--- src/rtl/cap_pkg.sv ---
package cap_pkg;

  typedef enum logic [1:0] {
    CAP_OFF    = 2'b00,
    CAP_EVENT  = 2'b01,
    CAP_SAMPLE = 2'b10,
    CAP_RSVD   = 2'b11
  } cap_mode_e;

  localparam int CAP_WORD_W = 32;

endpackage

--- src/rtl/cap_sync_bank.sv ---
module cap_sync_bank #(
  parameter int WIDTH = 8
) (
  input  logic             clk,
  input  logic             rst_n,
  input  logic [WIDTH-1:0] async_in,
  output logic [WIDTH-1:0] sync_out
);

  // One independent two-stage synchroniser per bit.
  for (genvar b = 0; b < WIDTH; b++) begin : g_bit
    logic meta_q;
    logic stable_q;

    always_ff @(posedge clk or negedge rst_n) begin
      if (!rst_n) begin
        meta_q   <= 1'b0;
        stable_q <= 1'b0;
      end else begin
        meta_q   <= async_in[b];
        stable_q <= meta_q;
      end
    end

    assign sync_out[b] = stable_q;
  end

endmodule

--- src/rtl/cap_stamp_counter.sv ---
module cap_stamp_counter #(
  parameter int TS_W = 32
) (
  input  logic            clk,
  input  logic            rst_n,
  output logic [TS_W-1:0] ts
);

  // Free-running; wraps naturally at all-ones.
  always_ff @(posedge clk or negedge rst_n) begin
    if (!rst_n) ts <= '0;
    else        ts <= ts + 1'b1;
  end

endmodule

--- src/rtl/cap_rate_divider.sv ---
module cap_rate_divider #(
  parameter int DIV_W = 16
) (
  input  logic             clk,
  input  logic             rst_n,
  input  logic             run,
  input  logic [DIV_W-1:0] period_m1,
  output logic             strobe
);

  logic [DIV_W-1:0] remain_q;

  // A pulse fires whenever the countdown sits at zero; it then reloads.
  assign strobe = run && (remain_q == '0);

  always_ff @(posedge clk or negedge rst_n) begin
    if (!rst_n) begin
      remain_q <= '0;
    end else if (!run) begin
      remain_q <= '0;
    end else if (remain_q == '0) begin
      remain_q <= period_m1;
    end else begin
      remain_q <= remain_q - 1'b1;
    end
  end

endmodule

--- src/rtl/cap_word_builder.sv ---
module cap_word_builder
  import cap_pkg::*;
#(
  parameter int NUM_SIG = 8,
  parameter int GROUP   = 4,
  parameter int TS_W    = 32,
  parameter int WORD_W  = 32,
  parameter int SEL_W   = (NUM_SIG > 1) ? $clog2(NUM_SIG) : 1,
  parameter int GL_W    = (GROUP > 1) ? $clog2(GROUP) : 1
) (
  input  logic                   clk,
  input  logic                   rst_n,
  input  logic [NUM_SIG-1:0]     sig_sync,
  input  cap_mode_e              mode,
  input  logic [GROUP*SEL_W-1:0] sel_idx,
  input  logic [GL_W-1:0]        grp_last,
  input  logic [TS_W-1:0]        ts,
  input  logic                   samp_strobe,
  output logic                   fire,
  output logic [WORD_W-1:0]      word
);

  logic [NUM_SIG-1:0] sig_prev_q;
  logic [GROUP-1:0]   lane_val;
  logic [GROUP-1:0]   lane_on;
  logic [GROUP-1:0]   lane_bits;
  logic               ev_change;
  logic               is_event;
  logic               is_sample;

  // Previous synchronised level of every signal; tracks continuously so
  // that entering event mode never reports a stale difference.
  always_ff @(posedge clk or negedge rst_n) begin
    if (!rst_n) sig_prev_q <= '0;
    else        sig_prev_q <= sig_sync;
  end

  // Per-lane selection; out-of-range indices read as zero.
  for (genvar i = 0; i < GROUP; i++) begin : g_lane
    logic [SEL_W-1:0] idx;
    assign idx         = sel_idx[i*SEL_W +: SEL_W];
    assign lane_val[i] = (int'(idx) < NUM_SIG) ? sig_sync[idx] : 1'b0;
    assign lane_on[i]  = (GL_W'(i) <= grp_last);
    assign lane_bits[i] = lane_val[i] & lane_on[i];
  end

  // Event source is lane 0.
  always_comb begin
    logic [SEL_W-1:0] src;
    src = sel_idx[SEL_W-1:0];
    if (int'(src) < NUM_SIG) ev_change = sig_sync[src] ^ sig_prev_q[src];
    else                     ev_change = 1'b0;
  end

  assign is_event  = (mode == CAP_EVENT);
  assign is_sample = (mode == CAP_SAMPLE);

  always_comb begin
    fire = 1'b0;
    word = '0;
    if (is_event) begin
      fire = ev_change;
      word = WORD_W'(ts);
    end else if (is_sample) begin
      fire = samp_strobe;
      word = WORD_W'(lane_bits);
    end
  end

endmodule

--- src/rtl/cap_out_stage.sv ---
module cap_out_stage #(
  parameter int WORD_W = 32
) (
  input  logic              clk,
  input  logic              rst_n,
  input  logic              fire,
  input  logic [WORD_W-1:0] word,
  output logic              out_valid,
  input  logic              out_ready,
  output logic [WORD_W-1:0] out_data
);

  logic slot_free;

  // The single slot can take a word when empty or when it drains this edge.
  assign slot_free = !out_valid || out_ready;

  always_ff @(posedge clk or negedge rst_n) begin
    if (!rst_n) begin
      out_valid <= 1'b0;
      out_data  <= '0;
    end else if (fire && slot_free) begin
      out_valid <= 1'b1;
      out_data  <= word;
    end else if (out_ready) begin
      out_valid <= 1'b0;
    end
  end

endmodule

--- src/rtl/sig_capture_unit.sv ---
module sig_capture_unit
  import cap_pkg::*;
#(
  parameter int NUM_SIG = 8,
  parameter int GROUP   = 4,
  parameter int DIV_W   = 16,
  parameter int TS_W    = 32
) (
  input  logic                                                     clk,
  input  logic                                                     rst_n,
  input  logic [NUM_SIG-1:0]                                       sig_in,
  input  logic [1:0]                                               mode,
  input  logic [GROUP*((NUM_SIG > 1) ? $clog2(NUM_SIG) : 1)-1:0]   sel_idx,
  input  logic [((GROUP > 1) ? $clog2(GROUP) : 1)-1:0]             grp_last,
  input  logic [DIV_W-1:0]                                         div_val,
  output logic                                                     out_valid,
  input  logic                                                     out_ready,
  output logic [CAP_WORD_W-1:0]                                    out_data
);

  localparam int SEL_W  = (NUM_SIG > 1) ? $clog2(NUM_SIG) : 1;
  localparam int GL_W   = (GROUP > 1) ? $clog2(GROUP) : 1;
  localparam int WORD_W = CAP_WORD_W;

  cap_mode_e          mode_e;
  logic [NUM_SIG-1:0] sig_sync;
  logic [TS_W-1:0]    ts_now;
  logic               samp_strobe;
  logic               cap_fire;
  logic [WORD_W-1:0]  cap_word;

  assign mode_e = cap_mode_e'(mode);

  cap_sync_bank #(.WIDTH(NUM_SIG)) i_sync (
    .clk      (clk),
    .rst_n    (rst_n),
    .async_in (sig_in),
    .sync_out (sig_sync)
  );

  cap_stamp_counter #(.TS_W(TS_W)) i_stamp (
    .clk   (clk),
    .rst_n (rst_n),
    .ts    (ts_now)
  );

  cap_rate_divider #(.DIV_W(DIV_W)) i_div (
    .clk       (clk),
    .rst_n     (rst_n),
    .run       (mode_e == CAP_SAMPLE),
    .period_m1 (div_val),
    .strobe    (samp_strobe)
  );

  cap_word_builder #(
    .NUM_SIG (NUM_SIG),
    .GROUP   (GROUP),
    .TS_W    (TS_W),
    .WORD_W  (WORD_W),
    .SEL_W   (SEL_W),
    .GL_W    (GL_W)
  ) i_build (
    .clk         (clk),
    .rst_n       (rst_n),
    .sig_sync    (sig_sync),
    .mode        (mode_e),
    .sel_idx     (sel_idx),
    .grp_last    (grp_last),
    .ts          (ts_now),
    .samp_strobe (samp_strobe),
    .fire        (cap_fire),
    .word        (cap_word)
  );

  cap_out_stage #(.WORD_W(WORD_W)) i_out (
    .clk       (clk),
    .rst_n     (rst_n),
    .fire      (cap_fire),
    .word      (cap_word),
    .out_valid (out_valid),
    .out_ready (out_ready),
    .out_data  (out_data)
  );

endmodule

--- config.mk ---
export PLATFORM = sky130hd
export DESIGN_NAME = sig_capture_unit
export DESIGN_NICKNAME = d
export VERILOG_FILES = /design/src/rtl/cap_pkg.sv /design/src/rtl/cap_sync_bank.sv /design/src/rtl/cap_stamp_counter.sv /design/src/rtl/cap_rate_divider.sv /design/src/rtl/cap_word_builder.sv /design/src/rtl/cap_out_stage.sv /design/src/rtl/sig_capture_unit.sv
export SDC_FILE = /design/constraint.sdc
export NUM_CORES = 1
export LEC_CHECK = 0
export BUFFER_PORTS_ARGS = -buffer_cell sky130_fd_sc_hd__buf_2
export CAP_MARGIN = 20
export CELL_PAD_IN_SITES_DETAIL_PLACEMENT = 1
export CELL_PAD_IN_SITES_GLOBAL_PLACEMENT = 2
export CORE_MARGIN = 2
export CORE_UTILIZATION = 40
export CTS_CLUSTER_SIZE = 24
export DETAILED_ROUTE_END_ITERATION = 10
export GPL_TIMING_DRIVEN = 0
export PLACE_DENSITY_LB_ADDON = 0.1
export SLEW_MARGIN = 0
export SYNTH_ARGS = -nofsm -noshare
export SYNTH_HDL_FRONTEND = slang
export SYNTH_SLANG_ARGS = --single-unit
--- constraint.sdc ---
create_clock -name clk -period 5.9 [get_ports clk]
set_clock_uncertainty 0.1 [all_clocks]
set_input_delay 0.59 -clock clk [delete_from_list [all_inputs] [get_ports clk]]
set_output_delay 0.59 -clock clk [all_outputs]
set_load 0.005 [all_outputs]
======== Yosys cells after proc, flatten, opt, wreduce, memory -nomap -nowiden ========
Index checks and enable logic that the tools add are counted.
word-level totals
  register bits ........................... 105
  input bits .............................. 43
  output and inout port bits .............. 33
  word-level logic and storage cells ...... 62
operators by class
  add/sub/neg operators ................... 2
  magnitude comparators ................... 8
  eq/ne operators ......................... 2
  muxes and demuxes ....................... 18
  bitwise operators ....................... 5
  reductions and logical operators ........ 6
operators with widths
  cell                     number
  $add A32 B1 Y32 const B  1
  $mux W16                 2
  $mux W32                 1
  $logic_not A16 Y1        1
  $lt A3 B4 Y1 const B     4
  $sub A16 B1 Y16 const B  1
  $bmux W1 S3              5
  $mux W1                  9
  $and A1 B1 Y1            4
  $le A1 B2 Y1 const A     2
  $le A2 B2 Y1 const A     2
  $mux W4                  1
  $eq A2 B1 Y1 const B     1
  $eq A2 B2 Y1 const B     1
  $logic_and A1 B1 Y1      2
  $reduce_bool A2 Y1       1
  $logic_not A1 Y1         1
  $logic_or A1 B1 Y1       1
  $xor A1 B1 Y1            1

======== Longest topological paths before layout ========
Gate-level depths: netlist of run 1.
  depth in word-level cells ............... 6
  mapped depth ............................ 7
  gate-level depth less buffers ........... 7

======== Hierarchy ========
Synthesis of run 1 repeated with hierarchy kept, for this count alone.
second synthesis, totals
  cells, all modules ...................... 392
  area, all modules ....................... 5064.9 sq um
modules (own cells, without submodules)
  module             times used  cells each  area each (sq um)  seq. area each (sq um)
  cap_stamp_counter  1           127         1478.9             800.8
  cap_out_stage      1           71          1391.3             825.8
  cap_rate_divider   1           99          954.7              400.4
  cap_word_builder   1           70          765.7              200.2
  cap_sync_bank      1           24          460.4              400.4
  sig_capture_unit   1           1           13.8               0.0

======== Worst setup path before layout of run 1 ========
Ideal clock, no wire load.
  path type ............................... input to register
  start point ............................. input sel_idx[0] (netlist bit)
  end point ............................... register i_out.out_data[2]
  library setup time ...................... 0.127 ns
  arrival time ............................ 2.207 ns
  required time ........................... 5.673 ns
  setup slack ............................. 3.465 ns
  stages on the path ...................... 6
  path buffers ............................ 1
  cells stage by stage .................... mux4_1 > mux2i_1 > xnor2_1 > o22ai_4 > buf_8 > mux2_1
between the ends
  cells in the longest elaborated chain, start to end .. 5
  elaborated cells between the ends (all ways) .. 7
  classes of those cells .................. 5 x mux; 1 x bitwise; 1 x reduce/logical
RTL lines
  element                        line                    RTL
  start, declared                sig_capture_unit.sv:13  input logic [GROUP*((NUM_SIG > 1) ? $clog2(NUM_SIG) : 1)-1:0] sel_idx,
  $bmux W1 S3                    cap_word_builder.sv:51  if (int'(src) < NUM_SIG) ev_change = sig_sync[src] ^ sig_prev_q[src];
  $mux W1 (not written as such)  cap_word_builder.sv:51
  $xor A1 B1 Y1 (*)              cap_word_builder.sv:51
  $mux W1 (*)                    cap_word_builder.sv:61  if (is_event) begin
  $logic_and A1 B1 Y1 (*)        cap_out_stage.sv:22     end else if (fire && slot_free) begin
  end signal, assigned           cap_out_stage.sv:24     out_data <= word;
  end, declared                  cap_out_stage.sv:10     output logic [WORD_W-1:0] out_data
Every way passes the cells marked *; elsewhere a longest branch is shown, timed or not. The select of a mux whose other input is x is not followed.
A chain may end at the register's enable or synchronous reset.

======== Worst setup path after layout of run 1 ========
  start point ............................. register i_div.remain_q[8]
  end point ............................... register i_out.out_data[3]
between the ends
  cells in the longest elaborated chain, start to end .. 5
RTL lines
  element                 line                    RTL
  start, declared         cap_rate_divider.sv:11  logic [DIV_W-1:0] remain_q;
  start signal, assigned  cap_rate_divider.sv:22  remain_q <= period_m1;
  start signal, assigned  cap_rate_divider.sv:24  remain_q <= remain_q - 1'b1;
  $logic_not A16 Y1       cap_rate_divider.sv:14  assign strobe = run && (remain_q == '0);
  $logic_and A1 B1 Y1     cap_rate_divider.sv:14
  $mux W1                 cap_word_builder.sv:64  end else if (is_sample) begin
  $mux W1                 cap_word_builder.sv:61
  $logic_and A1 B1 Y1     cap_out_stage.sv:22
Every way passes these cells.

==> key figures, run 1 <==
Run status
  – Status: finished clean

Worst setup path
  – Worst r2r src: i_div.remain_q[8]$_DFF_PN0_
  – Crit path from: i_div.remain_q[8]$_DFF_PN0_
  – Startpoint types: register
  – WP data required: 6.04 ns
  – Crit Path Category: register to register
  – Setup slack, reg-to-reg: 3.30 ns
  – Crit-path max FO: 10
  – Crit end category: register
  – Worst Path Arrival: 2.74 ns

Synthesis
  – Sequential fraction of the synthesis area: 56.4%
  – Syn Inst Count: 395
  – Post-Synth Adder-Cell Area: 0.805%
  – Synth area leader: dfrtp_1
  – Synth top area share: 56.4%
  – Most frequent cells after synthesis: dfrtp_1, nand2_1, mux2i_1, inv_1, xnor2_1
  – Most common cell in the synthesized netlist: dfrtp_1
  – Mux cell area share after synthesis: 13.4%
  – Avg Inst Size Synth: 11.8 sq um
  – Simple-Gate Fraction of Synth Area: 13.0%
  – Xor-xnor portion of the synthesized cell area: 7.70%
  – Ys flop type: dfrtp_1
  – Combinational family with the most area after synthesis: multiplexers
  – Post-synthesis compound-gate area fraction: 4.54%
  – Flops & latches, synth: 105
  – Synth unique cells: 40
  – Post-Synthesis Cell Area: 0.00466 sq mm
  – Async set or reset register ratio after synthesis: 100%
  – Post-Syn Nets: 441
  – Yosys Warn Count: 0
  – EDFF count, synth: 0
  – Top cells by area, synth: dfrtp_1, mux2i_1, xnor2_1

Finish
  – Register area: 0.00263 sq mm
  – Antenna Cells: 0
  – Area grow syn2layout: 18.8%
  – Non-Filler Instances: 630
  – Multi-input logic area: 0.00184 sq mm
  – Ratio of cells with drive above 1 in the final layout: 22.0%
  – Fill count: 1252
  – Nets: 528

Power
  – Seq pwr share: 41.9%
  – Combinational group share of total power: 29.1%
  – Peak supply drop: 0.000385 V
  – NetSw: 0.000712 W
  – Final Power: 0.00205 W
  – Power share of the clock group: 29.0%
  – Internal power: 0.00134 W
  – Sw frac: 34.6%
  – P per Cell Area: 371 mW/mm^2
  – Leakage: 2.55 nW

Route
  – DR iter-0 viols: 52
  – Post-DR vias/cell: 5.11
  – DRC errors left: 0
  – Via count: 3220
  – Post-route ant nets: 0
  – Wire per inst: 16.0 um
  – Routed WL: 10.1 mm
  – DR pass1 iterations: 6

Clock network
  – TritonCTS clock tree: done
  – Sink Count: 105
  – Post-CTS sizing: 0
  – Inserted Clock Buffers: 9
  – Register clock-pin slew on the reported worst setup and hold paths: 0.07 ns
  – CTS H-Tree Depth: 3
  – Clock buffer depth: 2
  – CTS root buf: clkbuf_16
  – Later-pin clock latency in the skew report: 0.36 ns
  – Cts hold-fix bufs: 0
  – Setup bufs post-CTS: 0

Run
  – Max-capacitance violation count: 0

Placed design
  – GPL Wtd Cong: 0.761
  – Cell Count Post-Placement: 614
  – Port buffer count: 75
  – Post-DP HPWL: 7.23 mm

Floorplanning
  – Die W: 112 um
  – Die ar.: 0.0125 sq mm
  – Core area: 0.0114 sq mm
  – Initial Util: 40.8%
  – Top-level I/O count: 76
  – Std cell rows: 39
  – Die height: 112 um

Worst hold path
  – Worst min-delay path class: input port to async pin

Global route
  – Initial antenna violation count: 0
  – GRT Resource Usage Total: 17.9%
  – First-pass GRT wire length: 17.7 mm
  – Global route overflow: 0
  – Largest net degree at the start of global routing: 59
  – Number of global-route vias before repair: 3556

STA
  – Slew @ Worst Pin: 0.720 ns
  – Slew margin rel.: 51.9%
  – Final hold vios: 0
  – RSZ-0062 raised after global routing: no
  – Final Cycle Share: 44.1%
  – Hold Slack: 0.139 ns
  – Slew Limit Fails: 0
  – Final min period: 2.60 ns
  – Setup violations, final: 0
  – Peak Freq: 384 MHz
  – TNS Setup: 0 ns
==> per-layer routing <==
metal	track usage (%)	vias to the layer above	wire length [um]
li1	-	1540	-
met1	23.4	1603	4570
met2	28.6	63	4790
met3	4.84	14	505
met4	6.67	0	183
met5	0	-	0
==> cell usage in the layout, fill, tap and decap left out, types with 3 or more instances in the layout <==
master,synthesis,final
inv_8,0,4
xor2_1,15,15
dfrtp_1,105,105
a311oi_1,3,3
nand3_1,16,16
mux2i_1,33,33
nor2_1,24,24
clkbuf_16,0,9
a211oi_1,12,12
nor3_1,4,4
nand2_1,46,46
mux4_1,3,3
inv_1,32,32
mux2_2,3,3
nor4_1,6,6
o21ai_0,4,4
nand4_1,9,9
mux4_2,7,7
nand2b_1,3,3
xnor2_1,26,26
and4_1,4,4
ha_1,3,3
and3_1,5,5
buf_2,0,74
clkbuf_1,9,9
==> cell families after synthesis <==
group / Yosys count
AO/OA/AOI/OAI: 27
multiplexers: 48
flip-flops: 105
buffers and inverters: 45
XOR/XNOR: 41
adder cells (fa/ha/maj): 3
AND/OR/NAND/NOR: 126
==> sequential cells by signal (all words and copies together), names as in the netlist <==
name                   cells
i_div.remain_q            16
i_build.sig_prev_q         8
i_sync.g_bit.meta_q        8
i_stamp.ts                32
i_out.out_valid            1
i_out.out_data            32
i_sync.g_bit.stable_q      8
==> stage by stage <==
stage | setup WS (ns) | area (sq um) | util, %
CTS | 3.28 | 5540 | 48.5
floorplan | 3.47 | 4660 | -
global placement | 2.90 | 5220 | 45.7
finish | 3.30 | 5540 | 48.5
detailed placement | 3.01 | 5250 | 45.9
global route | 3.06 | 5540 | 48.5
==> path summary, 6_finish.rpt <==
path / endpoint / depth (start not counted)
setup / recovery: i_out.out_data[3]$_DFFE_PN0P_ / 6
hold reg to reg: i_sync.g_bit[2].stable_q$_DFF_PN0_ / 0
min in group clk: i_sync.g_bit[0].meta_q$_DFF_PN0_ / 1
setup reg to reg: i_out.out_data[3]$_DFFE_PN0P_ / 6
max in group asynchronous: i_out.out_data[24]$_DFFE_PN0P_ / 2
hold / removal: i_div.remain_q[15]$_DFF_PN0_ / 1
==> worst max-delay path: stages, from the launching register on <==
cell and delay [ns]:
dfrtp_1 0.44, nor4_1 0.60, and4_1 0.33, nand2_1 0.18, o22ai_4 0.30, buf_8 0.21
mux2_1 0.33
==> power groups by stage <==
stage	sequential [W]	combinational, W	clock [W]
4_1_cts	0.000862	0.000609	0.000621
5_1_grt	0.000875	0.000673	0.000643
3_3_place_gp	0.000871	0.000595	0
3_5_place_dp	0.000875	0.000605	0
2_1_floorplan	0.000860	0.000431	0
6_report	0.000861	0.000598	0.000596
==> final cells by class <==
| type | instances | share of cell area (%) |
|---|---|---|
| inverter | 32 | 2.17 |
| multi-input combinational | 245 | 33.2 |
| tap | 143 | 3.23 |
| clock buffer | 9 | 4.07 |
| timing repair buffer | 76 | 7.32 |
| buffer | 13 | 1.36 |
| clock inverter | 7 | 1.24 |
| sequential | 105 | 47.4 |
No activity file was read; power rests on OpenSTA's default activity.
==> inputs of run 2 (changes only) <==
Settings changed: CORE_UTILIZATION 40 to 33.
Clock period 5.9 ns to 2.1 ns, I/O delays scaled along.
==> key figures, run 2 (same netlist as run 1, synthesis figures left out) <==
Floorplanning
  – Die height: 123 um (was 112 um)
  – Die W: 123 um (was 112 um)
  – Top-level I/O count: 76 (unchanged)
  – Die ar.: 0.0151 sq mm (was 0.0125 sq mm)
  – Initial Util: 33.7% (was 40.8%)
  – Core area: 0.0138 sq mm (was 0.0114 sq mm)
  – Std cell rows: 43 (was 39)

Route
  – DR pass1 iterations: 4 (was 6)
  – DRC errors left: 0 (unchanged)
  – Wire per inst: 15.6 um (was 16.0 um)
  – DR iter-0 viols: 104 (was 52)
  – Post-route ant nets: 0 (unchanged)
  – Post-DR vias/cell: 4.74 (was 5.11)
  – Via count: 3301 (was 3220)
  – Routed WL: 10.9 mm (was 10.1 mm)

STA
  – Final Cycle Share: 103% (was 44.1%)
  – RSZ-0062 raised after global routing: yes (was no)
  – Slew @ Worst Pin: 0.705 ns (was 0.720 ns)
  – Peak Freq: 463 MHz (was 384 MHz)
  – Hold Slack: 0.0317 ns (was 0.139 ns)
  – Slew margin rel.: 53.0% (was 51.9%)
  – Final hold vios: 0 (unchanged)
  – Final min period: 2.16 ns (was 2.60 ns)
  – Setup violations, final: 9 (was 0)
  – Slew Limit Fails: 0 (unchanged)
  – Setup ws final: -0.0584 ns (was 3.30 ns)

Global route
  – Global route overflow: 0 (unchanged)
  – GRT Resource Usage Total: 15.6% (was 17.9%)
  – Initial antenna violation count: 0 (unchanged)
  – Largest net degree at the start of global routing: 56 (was 59)
  – First-pass GRT wire length: 17.9 mm (was 17.7 mm)
  – Number of global-route vias before repair: 3480 (was 3556)

Clock network
  – Clock buffer depth: 2 (unchanged)
  – Later-pin clock latency in the skew report: 0.36 ns (about the same)
  – CTS H-Tree Depth: 3 (unchanged)
  – Register clock-pin slew on the reported worst setup and hold paths: 0.08 ns (was 0.07 ns)
  – CTS root buf: clkbuf_16 (unchanged)
  – Sink Count: 105 (unchanged)
  – Inserted Clock Buffers: 9 (unchanged)
  – TritonCTS clock tree: done (unchanged)

Worst hold path
  – Worst min-delay path class: input port to register (was input port to async pin)
  – Hold EP: i_div.remain_q[2]$_DFF_PN0_
  – Hold-critical path depth: 3
  – Hold Crit Start: div_val[2]

Worst setup path
  – WP data required: 2.25 ns (was 6.04 ns)
  – Crit-path max FO: 4 (was 10)
  – Setup slack, reg-to-reg: -0.06 ns (was 3.30 ns)
  – Startpoint types: register (unchanged)
  – Crit end category: register (unchanged)
  – R2r worst-path depth: 6 (unchanged)
  – RR Endpoint: i_out.out_data[2]$_DFFE_PN0P_ (was i_out.out_data[3]$_DFFE_PN0P_)
  – Worst Path Arrival: 2.30 ns (was 2.74 ns)
  – Worst r2r src: i_sync.g_bit[3].stable_q$_DFF_PN0_ (was i_div.remain_q[8]$_DFF_PN0_)
  – Crit Path Category: register to register (unchanged)

Placed design
  – Port buffer count: 75 (unchanged)
  – GPL Wtd Cong: 0.746 (was 0.761)
  – Post-DP HPWL: 7.27 mm (was 7.23 mm)
  – Cell Count Post-Placement: 651 (was 614)

Finish
  – Fill count: 1502 (was 1252)
  – Non-Filler Instances: 697 (was 630)
  – Most common cell after layout, fill and taps aside: dfrtp_1 (unchanged)
  – Registers with the most flip-flops: i_out.out_data: 32 flops, i_stamp.ts: 32 flops, i_div.remain_q: 16 flops (unchanged)
  – Antenna Cells: 0 (unchanged)
  – Area grow syn2layout: 29.4% (was 18.8%)
  – Most frequent cells in the layout: dfrtp_1, buf_2, nand2_1, inv_1, mux2i_1 (was dfrtp_1, buf_2, nand2_1, mux2i_1, inv_1)
  – Final core utilization: 43.6% (was 48.5%)
  – Nets: 558 (was 528)
  – Ratio of cells with drive above 1 in the final layout: 28.6% (was 22.0%)

Power
  – Peak supply drop: 0.000430 V (was 0.000385 V)
  – Leakage: 2.76 nW (was 2.55 nW)
  – P per Cell Area: 1060 mW/mm^2 (was 371 mW/mm^2)

Run status
  – Failing checks: setup timing
  – Status: finished with violations (was finished clean)

Run
  – Max-capacitance violation count: 0 (unchanged)
## run 2: how the worst max path moves through the flow
stage | to | startpoint | slack (ns)
after floorplan | i_out.out_data[2]$_DFFE_PN0P_ | i_sync.g_bit[7].stable_q$_DFF_PN0_ | -0.03
after global placement | i_out.out_data[10]$_DFFE_PN0P_ | rst_n | -0.58
after detailed placement | i_out.out_data[3]$_DFFE_PN0P_ | i_div.remain_q[6]$_DFF_PN0_ | -0.32
after CTS | i_out.out_data[26]$_DFFE_PN0P_ | i_build.sig_prev_q[7]$_DFF_PN0_ | -0.03
after global routing | i_out.out_data[9]$_DFFE_PN0P_ | i_div.remain_q[5]$_DFF_PN0_ | -0.13
final | i_out.out_data[2]$_DFFE_PN0P_ | i_sync.g_bit[3].stable_q$_DFF_PN0_ | -0.06
## run 2: report_power, final
group          internal (W)  switching, W  leakage (nW)
Sequential          0.00223      0.000223          1.38
Clock              0.000949      0.000827         0.149
Combinational       0.00105       0.00108          1.23
Total               0.00423       0.00213          2.76
## run 2: routing by layer
layer / share of wire [%] / track usage (%) / wire length [um]
met2: 48 / 24.7 / 5230
met1: 46 / 20.4 / 5010
met5: 0 / 0 / 0
met3: 4.8 / 5.44 / 519
met4: 0.89 / 3.88 / 97
## run 2: critical path: stages, from the launching register on
cell	delay (ns)
dfrtp_1	0.40
buf_4	0.14
buf_4	0.13
mux4_2	0.47
mux2_4	0.29
a32o_1	0.26
mux2_4	0.25
## run 2: final cells by class
| type | count | area (sq um) | share of cell area (%) |
|---|---|---|---|
| plain buffers | 11 | 76.3 | 1.27 |
| well taps | 180 | 225 | 3.73 |
| inverters | 32 | 120 | 1.99 |
| multi-input cells | 245 | 1950 | 32.3 |
| clock buffers | 9 | 225 | 3.73 |
| repair buffers | 108 | 722 | 12.0 |
| clock inverters | 7 | 83.8 | 1.39 |
| flip-flops and latches | 105 | 2630 | 43.6 |
## run 2: through the flow
step	total power, W	TNS [ns]	area [sq um]	setup WS, ns
after floorplan	0.00369	-0.0623	4680	-0.0312
after global placement	0.00421	-66.24	5280	-0.576
after detailed placement	0.00422	-7.79	5310	-0.323
after CTS	0.00635	-0.470	5920	-0.0336
after global routing	0.00676	-3.04	6030	-0.135
final	0.00637	-0.233	6030	-0.0584
## run 2: timing repair
action	CTS	global route
hold buffers	9	0
endpoints found under the hold margin	58	0
pin swaps	4	1
gates cloned	0	1
setup endpoints to repair	53	56
setup buffers	16	6
resized for setup	17	12
==> inputs of run 3 (changes only) <==
Settings changed: PLACE_DENSITY set to 0.83, PLACE_DENSITY_LB_ADDON 0.1 to not set.
==> key figures, run 3 (same netlist as run 1, synthesis figures left out) <==
Global route
  – Number of global-route vias before repair: 3667 (was 3480)
  – Initial antenna violation count: 0 (unchanged)
  – Largest net degree at the start of global routing: 72 (was 56)
  – GRT Resource Usage Total: 15.9% (was 15.6%)
  – Global route overflow: 0 (unchanged)
  – First-pass GRT wire length: 18.3 mm (was 17.9 mm)

Worst setup path
  – RR Endpoint: i_out.out_data[3]$_DFFE_PN0P_ (was i_out.out_data[2]$_DFFE_PN0P_)
  – R2r worst-path depth: 7 (was 6)
  – Worst Path Arrival: 2.31 ns (was 2.30 ns)
  – Setup slack, reg-to-reg: -0.07 ns (was -0.06 ns)
  – Worst r2r src: i_sync.g_bit[5].stable_q$_DFF_PN0_ (was i_sync.g_bit[3].stable_q$_DFF_PN0_)
  – Crit Path Category: register to register (unchanged)
  – WP data required: 2.24 ns (was 2.25 ns)
  – Crit-path max FO: 5 (was 4)
  – Crit path capture: i_out.out_data[3]$_DFFE_PN0P_ (was i_out.out_data[2]$_DFFE_PN0P_)
  – Crit path from: i_sync.g_bit[5].stable_q$_DFF_PN0_ (was i_sync.g_bit[3].stable_q$_DFF_PN0_)
  – Crit end category: register (unchanged)
  – Startpoint types: register (unchanged)

Power
  – NetSw: 0.00211 W (was 0.00213 W)
  – Leakage: 2.74 nW (was 2.76 nW)
  – Seq pwr share: 39.8% (was 38.5%)
  – Combinational group share of total power: 33.4% (was 33.6%)
  – P per Cell Area: 1030 mW/mm^2 (was 1060 mW/mm^2)
  – Final Power: 0.00616 W (was 0.00637 W)
  – Peak supply drop: 0.000518 V (was 0.000430 V)
  – Power share of the clock group: 26.8% (was 27.9%)
  – Internal power: 0.00405 W (was 0.00423 W)
  – Sw frac: 34.3% (was 33.5%)

Finish
  – Ratio of cells with drive above 1 in the final layout: 27.3% (was 28.6%)
  – Nets: 557 (was 558)
  – Registers with the most flip-flops: i_out.out_data: 32 flops, i_stamp.ts: 32 flops, i_div.remain_q: 16 flops (unchanged)
  – Most common cell after layout, fill and taps aside: dfrtp_1 (unchanged)
  – Register area: 0.00263 sq mm (unchanged)
  – Most frequent cells in the layout: dfrtp_1, buf_2, nand2_1, inv_1, mux2i_1 (unchanged)
  – Multi-input logic area: 0.00192 sq mm (was 0.00195 sq mm)
  – Area grow syn2layout: 28.0% (was 29.4%)
  – Fill count: 1494 (was 1502)
  – Final core utilization: 43.2% (was 43.6%)
  – Antenna Cells: 0 (unchanged)

STA
  – Setup violations, final: 12 (was 9)
  – Final Cycle Share: 104% (was 103%)
  – Setup ws final: -0.0736 ns (was -0.0584 ns)
  – Slew Limit Fails: 0 (unchanged)
  – TNS Setup: -0.441 ns (was -0.233 ns)
  – Peak Freq: 460 MHz (was 463 MHz)
  – Hold Slack: 0.0260 ns (was 0.0317 ns)
  – Final min period: 2.17 ns (was 2.16 ns)
  – Final hold vios: 0 (unchanged)
  – RSZ-0062 raised after global routing: yes (unchanged)
  – Slew @ Worst Pin: 0.514 ns (was 0.705 ns)
  – Slew margin rel.: 65.7% (was 53.0%)

Route
  – DRC errors left: 0 (unchanged)
  – Post-route ant nets: 0 (unchanged)
  – DR iter-0 viols: 95 (was 104)
  – Post-DR vias/cell: 4.80 (was 4.74)
  – Routed WL: 10.9 mm (about the same)
  – Via count: 3344 (was 3301)
  – Wire per inst: 15.7 um (was 15.6 um)
  – DR pass1 iterations: 4 (unchanged)

Clock network
  – Inserted Clock Buffers: 9 (unchanged)
  – Clock buffer depth: 2 (unchanged)
  – Sink Count: 105 (unchanged)
  – CTS root buf: clkbuf_16 (unchanged)
  – TritonCTS clock tree: done (unchanged)
  – Later-pin clock latency in the skew report: 0.36 ns (about the same)
  – Register clock-pin slew on the reported worst setup and hold paths: 0.08 ns (about the same)
  – CTS H-Tree Depth: 3 (unchanged)

Run status
  – Status: finished with violations (unchanged)
  – Failing checks: setup timing (unchanged)

Placed design
  – GPL Wtd Cong: 0.776 (was 0.746)
  – Post-DP HPWL: 7.59 mm (was 7.27 mm)
  – Port buffer count: 75 (unchanged)

Run
  – Max-capacitance violation count: 0 (unchanged)

Floorplanning
  – Initial Util: 33.7% (unchanged)
  – Top-level I/O count: 76 (unchanged)
  – Std cell rows: 43 (unchanged)
  – Die height: 123 um (unchanged)
  – Die ar.: 0.0151 sq mm (unchanged)
  – Core area: 0.0138 sq mm (unchanged)
  – Die W: 123 um (unchanged)

Worst hold path
  – Worst min-delay path class: input port to register (unchanged)
[run 3: repair_timing]
item	in CTS	in global routing
hold buffers	9	0
endpoints found under the setup margin	52	56
setup buffers	17	5
gates cloned	1	0
resized for setup	20	4
hold endpoints to repair	42	0
pin swaps	4	3
[run 3: how the worst min path moves through the flow]
stage / cells after the start / from / to
global placement: 1 / sig_in[3] / i_sync.g_bit[3].meta_q$_DFF_PN0_
floorplan: 0 / rst_n / i_build.sig_prev_q[0]$_DFF_PN0_
global route: 3 / div_val[2] / i_div.remain_q[2]$_DFF_PN0_
CTS: 3 / div_val[0] / i_div.remain_q[0]$_DFF_PN0_
detailed placement: 1 / rst_n / i_out.out_data[27]$_DFFE_PN0P_
finish: 3 / div_val[2] / i_div.remain_q[2]$_DFF_PN0_
[run 3: worst max-delay path: stages, from the launching register on]
cell     delay [ns]
dfrtp_1        0.39
mux4_2         0.50
mux2i_4        0.20
xnor2_2        0.12
o22ai_4        0.18
buf_12         0.15
buf_12         0.12
mux2_4         0.29
[run 3: stage by stage]
step                cell area (sq um)  setup WS, ns  instances
floorplan                        4680       -0.0312        395
global placement                 5280        -0.481        650
detailed placement               5310        -0.333        651
CTS                              5950        -0.110        693
global route                     5970        -0.168        696
finish                           5970       -0.0736        696
[run 3: area by class of cell]
| type | count | area share [%] |
|---|---|---|
| multi-input cells | 245 | 32.1 |
| inverters | 32 | 2.01 |
| plain buffers | 11 | 1.26 |
| clock inverters | 7 | 1.05 |
| flip-flops and latches | 105 | 44.0 |
| well taps | 180 | 3.77 |
| clock buffers | 9 | 3.77 |
| repair buffers | 107 | 12.0 |
[run 3: metal layers]
metal  part of all wire, %  global-route usage [%]  up-vias
li1                      -                       -     1591
met1                    44                    20.1     1678
met2                    50                    26.4       59
met3                   3.6                    3.11       16
met4                   2.2                    7.26        0
met5                     0                       0        -
[run 3: power groups by stage]
stage                     registers (W)  logic (W)  clock network [W]
after CTS                       0.00245    0.00211            0.00172
after detailed placement        0.00248    0.00174                  0
after global routing            0.00249    0.00228            0.00180
final                           0.00245    0.00206            0.00165
after global placement          0.00246    0.00171                  0
after floorplan                 0.00243    0.00125                  0
